<file path="config.mk">
export PLATFORM = sky130hd
export DESIGN_NAME = banked_regfile
export DESIGN_NICKNAME = d
export VERILOG_FILES = /design/src/rtl/rf_pkg.sv /design/src/rtl/rf_bank_decode.sv /design/src/rtl/rf_index_map.sv /design/src/rtl/rf_gp_store.sv /design/src/rtl/rf_status_store.sv /design/src/rtl/banked_regfile.sv
export SDC_FILE = /design/constraint.sdc
export NUM_CORES = 2
export LEC_CHECK = 0
export ABC_AREA = 1
export CAP_MARGIN = 0
export CORE_ASPECT_RATIO = 1.25
export CORE_MARGIN = 2
export CORE_UTILIZATION = 50
export DETAILED_ROUTE_END_ITERATION = 12
export DONT_BUFFER_PORTS = 1
export HOLD_SLACK_MARGIN = 0.15
export SYNTH_ARGS = -nofsm -noshare
export SYNTH_HDL_FRONTEND = slang
export SYNTH_SLANG_ARGS = --single-unit
</file>
<file path="constraint.sdc">
create_clock -name clk -period 16.1 [get_ports clk]
set_clock_uncertainty 0.2 [all_clocks]
set_input_delay 3.22 -clock clk [delete_from_list [all_inputs] [get_ports clk]]
set_output_delay 3.22 -clock clk [all_outputs]
set_load 0.005 [all_outputs]
</file>
<file path="src/rtl/rf_pkg.sv">
package rf_pkg;

    localparam int IDX_W     = 4;
    localparam int NUM_IDX   = 1 << IDX_W;
    localparam int MODE_W    = 5;
    localparam int NUM_SAVED = 5;
    // shared 16 + fast-interrupt 7 + four modes x 2
    localparam int NUM_PHYS  = NUM_IDX + 7 + 4 * 2;
    localparam int SLOT_W    = $clog2(NUM_PHYS);
    localparam int FAST_BASE = NUM_IDX;
    localparam int DUO_BASE  = FAST_BASE + 7;

    typedef enum logic [MODE_W-1:0] {
        MODE_USER  = 5'b10000,
        MODE_FAST  = 5'b10001,
        MODE_IRQ   = 5'b10010,
        MODE_SUP   = 5'b10011,
        MODE_ABT   = 5'b10111,
        MODE_UND   = 5'b11011,
        MODE_SYS   = 5'b11111
    } mode_e;

    // bank 0 is the user bank; 1..5 own a saved status word
    typedef enum logic [2:0] {
        BANK_USER = 3'd0,
        BANK_FAST = 3'd1,
        BANK_IRQ  = 3'd2,
        BANK_SUP  = 3'd3,
        BANK_ABT  = 3'd4,
        BANK_UND  = 3'd5
    } bank_e;

endpackage

</file>
<file path="src/rtl/rf_bank_decode.sv">
module rf_bank_decode
    import rf_pkg::*;
(
    input  logic [MODE_W-1:0] mode,
    output bank_e             bank,
    output logic              has_saved
);
    always_comb begin
        unique case (mode)
            MODE_FAST: bank = BANK_FAST;
            MODE_IRQ:  bank = BANK_IRQ;
            MODE_SUP:  bank = BANK_SUP;
            MODE_ABT:  bank = BANK_ABT;
            MODE_UND:  bank = BANK_UND;
            default:   bank = BANK_USER;
        endcase
        has_saved = (bank != BANK_USER);
    end
endmodule

</file>
<file path="src/rtl/rf_index_map.sv">
module rf_index_map
    import rf_pkg::*;
(
    input  bank_e             bank,
    input  logic [IDX_W-1:0]  idx,
    output logic [SLOT_W-1:0] slot
);
    logic hi_range;   // 8..14
    logic duo_range;  // 13..14

    always_comb begin
        hi_range  = (idx >= 4'd8) && (idx <= 4'd14);
        duo_range = (idx >= 4'd13) && (idx <= 4'd14);
        slot      = SLOT_W'(idx);
        if (bank == BANK_FAST && hi_range) begin
            slot = SLOT_W'(FAST_BASE) + SLOT_W'(idx - 4'd8);
        end else if (bank != BANK_USER && bank != BANK_FAST && duo_range) begin
            slot = SLOT_W'(DUO_BASE)
                 + SLOT_W'({2'b00, bank - 3'd2} << 1)
                 + SLOT_W'(idx - 4'd13);
        end
    end
endmodule

</file>
<file path="src/rtl/rf_gp_store.sv">
module rf_gp_store
    import rf_pkg::*;
#(
    parameter int DW = 32
) (
    input  logic              clk,
    input  logic              rst_n,
    input  logic              we,
    input  logic [SLOT_W-1:0] wslot,
    input  logic [DW-1:0]     wdata,
    input  logic [SLOT_W-1:0] rslot_a,
    input  logic [SLOT_W-1:0] rslot_b,
    output logic [DW-1:0]     rdata_a,
    output logic [DW-1:0]     rdata_b
);
    logic [DW-1:0] words [NUM_PHYS];

    for (genvar s = 0; s < NUM_PHYS; s++) begin : g_word
        always_ff @(posedge clk) begin
            if (!rst_n) begin
                words[s] <= '0;
            end else if (we && wslot == SLOT_W'(s)) begin
                words[s] <= wdata;
            end
        end
    end

    always_comb begin
        rdata_a = words[rslot_a];
        rdata_b = words[rslot_b];
    end
endmodule

</file>
<file path="src/rtl/rf_status_store.sv">
module rf_status_store
    import rf_pkg::*;
#(
    parameter int DW = 32
) (
    input  logic          clk,
    input  logic          rst_n,
    input  bank_e         bank,
    input  logic          has_saved,
    input  logic          cur_we,
    input  logic [DW-1:0] cur_wdata,
    output logic [DW-1:0] cur_rdata,
    input  logic          sav_we,
    input  logic [DW-1:0] sav_wdata,
    output logic [DW-1:0] sav_rdata
);
    localparam logic [DW-1:0] CUR_RESET = DW'(MODE_SUP);

    logic [DW-1:0] cur_q;
    logic [DW-1:0] saved_q [NUM_SAVED];

    always_ff @(posedge clk) begin
        if (!rst_n) begin
            cur_q <= CUR_RESET;
        end else if (cur_we) begin
            cur_q <= cur_wdata;
        end
    end

    for (genvar k = 0; k < NUM_SAVED; k++) begin : g_saved
        always_ff @(posedge clk) begin
            if (!rst_n) begin
                saved_q[k] <= '0;
            end else if (sav_we && has_saved && bank == bank_e'(k + 1)) begin
                saved_q[k] <= sav_wdata;
            end
        end
    end

    always_comb begin
        cur_rdata = cur_q;
        sav_rdata = cur_q;
        if (has_saved) begin
            sav_rdata = saved_q[3'(bank) - 3'd1];
        end
    end
endmodule

</file>
<file path="src/rtl/banked_regfile.sv">
module banked_regfile
    import rf_pkg::*;
#(
    parameter int DW = 32
) (
    input  logic              clk,
    input  logic              rst_n,
    input  logic [MODE_W-1:0] mode_i,
    input  logic [IDX_W-1:0]  rda_idx,
    output logic [DW-1:0]     rda_data,
    input  logic [IDX_W-1:0]  rdb_idx,
    output logic [DW-1:0]     rdb_data,
    input  logic              wr_en,
    input  logic [IDX_W-1:0]  wr_idx,
    input  logic [DW-1:0]     wr_data,
    input  logic              cst_we,
    input  logic [DW-1:0]     cst_wdata,
    output logic [DW-1:0]     cst_rdata,
    input  logic              sst_we,
    input  logic [DW-1:0]     sst_wdata,
    output logic [DW-1:0]     sst_rdata
);
    bank_e             bank;
    logic              has_saved;
    logic [SLOT_W-1:0] slot_a, slot_b, slot_w;

    rf_bank_decode u_dec (.mode(mode_i), .bank(bank), .has_saved(has_saved));

    rf_index_map u_map_a (.bank(bank), .idx(rda_idx), .slot(slot_a));
    rf_index_map u_map_b (.bank(bank), .idx(rdb_idx), .slot(slot_b));
    rf_index_map u_map_w (.bank(bank), .idx(wr_idx),  .slot(slot_w));

    rf_gp_store #(.DW(DW)) u_gp (
        .clk(clk), .rst_n(rst_n),
        .we(wr_en), .wslot(slot_w), .wdata(wr_data),
        .rslot_a(slot_a), .rslot_b(slot_b),
        .rdata_a(rda_data), .rdata_b(rdb_data)
    );

    rf_status_store #(.DW(DW)) u_st (
        .clk(clk), .rst_n(rst_n),
        .bank(bank), .has_saved(has_saved),
        .cur_we(cst_we), .cur_wdata(cst_wdata), .cur_rdata(cst_rdata),
        .sav_we(sst_we), .sav_wdata(sst_wdata), .sav_rdata(sst_rdata)
    );
endmodule

</file>
==> metrics <==
status=complete, no violations; gpl congestion=0.866; die width=325 um; Synth Warn #=0; sequential cell area=0.0352 mm2; commonest non-fill, non-tap cells in the layout=nor2_1 (1323), nand3_1 (1238), edfxtp_1 (1152); Critical-path top delay cell=nand2_4; Area Growth Syn to Fin=7.91%; internal power=5.44 mW; Worst-Skew Late Latency=0.77 ns; Post-route DRC=0; final-report hold violation count=0; mapped cell area=0.0642 mm2; layout cells sized above 1=0.0597; Total Routing Usage GR=0.371; WS Path Type=in -> out; Core Box Area=0.128 mm2; Cell variety after synth=36; relative slew slack=0.0150; worst-path cell chain=nor2_1 -> nand3_1 -> nand2_2 -> buf_4 -> inv_2 -> buf_4 -> ha_1 -> o21ai_2 -> nand2_1 -> nand2_4 -> nand2_4 -> buf_4 -> nand2_1 -> nand3_1 -> nand3_1 -> nand3_1 -> nand2_1; Tcrit/Tclk final=0.794; post-route design area=0.0693 mm2; Top cell by count, worst path=nand3_1; Slew Limit Fails=0; final-layout fill cell count=11500; Port Buffers=0; worst-path fanout max=76; Vias/cell=6.52; Worst path top cell family by delay=simple AND/OR/NAND/NOR gates; Cell Rows=147; Die ar.=0.131 mm2; clock tree sinks=1184; Die Y=405 um; Total Nets Final=6476; first-pass GRT wire length=354000 um; CTS tree=done; Gate power share=0.137; element type at the critical path end=primary output; CP required=12.68 ns; Post-DP HPWL=130000 um; #FFs+latches synth=1184; startpoint types=input port; root buf cell=clkbuf_16; final WL=249000 um; Max Root-Sink Buffers=3; GRT overflow=0; Syn Area/Cell=9.56 um2; initial antenna violation count=10; Pre-Repair DR Iteration Count=6; placed cell areas=0.0652 mm2; multi-input logic area=0.0264 mm2; CTS buffer count=121; post-layout min period=12.78 ns; critical path arrival=9.36 ns; measured slew at the worst slew-check pin=1.48 ns; First DRT Iteration DRCs=7418; I/O Pins=246; Seq pwr share=0.482; Buf/Inv on CP=4; Hold Path Class=reg -> reg; Clk pwr share=0.381; TNS Setup=0 ns; Initial Utilization=0.502; vias in the first global route=51000; largest net degree at the start of global routing=506; CTS resizes=0; H-tree Lvls=3; commonest non-fill, non-tap cell in the layout=nor2_1; sequential element share of the synthesized area=0.549; Max Freq=78.2 MHz; Reg clk slew, reported paths=0.06 ns; RSZ-0062 raised after global routing=no; Sw Share=0.281; peak supply drop=0.0910 mV; Cells after Synth=6719; routed len/inst=30.6 um; Syn Nets=6857; Final ANT Viol Nets=0; Max Cap Viol=0; via count=53100; switching power total=2.12 mW; setup violators final=0; Post-CTS Setup Bufs=0; Leak Pwr=28.3 nW; # hold bufs at CTS=0; PwrDens=109 mW/mm2; CP peak stage delay=0.94 ns
-- path summary, 6_finish.rpt --
| check | from | to | slack (ns) | depth (start not counted) |
|---|---|---|---|---|
| hold reg to reg | u_st.cur_rdata[4]$_SDFFE_PN1P_ | u_st.cur_rdata[4]$_SDFFE_PN1P_ | 0.30 | 2 |
| setup / recovery | mode_i[3] | rdb_data[18] | 3.32 | 17 |
| hold / removal | u_st.cur_rdata[4]$_SDFFE_PN1P_ | u_st.cur_rdata[4]$_SDFFE_PN1P_ | 0.30 | 2 |
| setup reg to reg | u_st.cur_rdata[18]$_SDFFE_PN0P_ | u_st.cur_rdata[18]$_SDFFE_PN0P_ | 15.20 | 2 |
-- synthesized netlist by cell type (all sizes together) --
library cell  count  area [um2]
nor2           1333        5040
nand3          1269        6360
edfxtp         1152       34600
nand2           990        3720
mux2i           914        9150
clkbuf          414        1550
buf             195         915
inv             162         608
o21ai           143         723
a31oi            32         200
dfxtp            32         641
o22ai            32         200
ha               17         213
nand4            12        87.6
xor2              4        35.0
fa                3        60.1
nand3b            3        22.5
xnor2             3        26.3
a21oi             2        10.0
a21boi            1        7.51
and2              1        6.26
nor3              1        5.00
nor3b             1        12.5
o211ai            1        7.51
o21bai            1        7.51
or2               1        6.26
-- routing by layer --
layer	share of wire	vias up	global-route usage	wire length, um
li1	-	22500	-	-
met1	0.36	26100	0.461	90100
met2	0.45	3623	0.588	113000
met3	0.12	903	0.0930	29800
met4	0.064	10	0.218	16000
met5	0.00026	-	0	65
-- power by group through the flow --
stage / clock (mW) / sequential [mW] / combinational (mW)
2_1_floorplan: 0 / 3.68 / 0.654
3_3_place_gp: 0 / 3.69 / 0.933
3_5_place_dp: 0 / 3.70 / 0.939
4_1_cts: 2.88 / 3.64 / 0.942
5_1_grt: 3.00 / 3.66 / 1.09
6_report: 2.88 / 3.64 / 1.04
-- kinds of logic (layout without fill, tap and decap cells) --
family	Yosys count	count (layout)	synth area share
buffers and inverters	771	489	0.0479
other	0	4	0
adder cells (fa/ha/maj)	20	20	0.00425
multiplexers	914	914	0.142
AO/OA/AOI/OAI	212	212	0.0180
flip-flops	1184	1184	0.549
XOR/XNOR	7	7	0.000955
AND/OR/NAND/NOR	3611	3611	0.238
-- layout make-up --
cell class	count	area share
tap	1713	0.0309
antenna	4	0.000144
sequential	1184	0.509
clock buffer	145	0.0450
multi-input combinational	4764	0.381
inverter	162	0.00896
timing repair buffer	105	0.0137
clock inverter	77	0.0119
-- worst min-delay path, cell delays in order (launching register included) --
cell and delay (ns):
dfxtp_1 0.33, nand2_1 0.07, nand3_1 0.05
-- registers in the layout, summed over array words and instances, names as in the netlist --
register        flops
u_gp.words        992
u_st.saved_q      160
u_st.cur_rdata     32
-- through the flow --
step / total power, mW / instances / setup WS (ns) / hold slack [ns] / utilization
finish: 7.56 / 8154 / 3.32 / 0.305 / 0.541
global route: 7.74 / 8154 / 3.03 / 0.344 / 0.541
CTS: 7.46 / 8144 / 3.46 / 0.310 / 0.540
detailed placement: 4.64 / 7922 / 3.48 / 0.301 / 0.509
global placement: 4.62 / 7922 / 3.51 / 0.295 / 0.509
floorplan: 4.33 / 6719 / 6.09 / 0.275 / -
(Power assumes the default switching activity.)
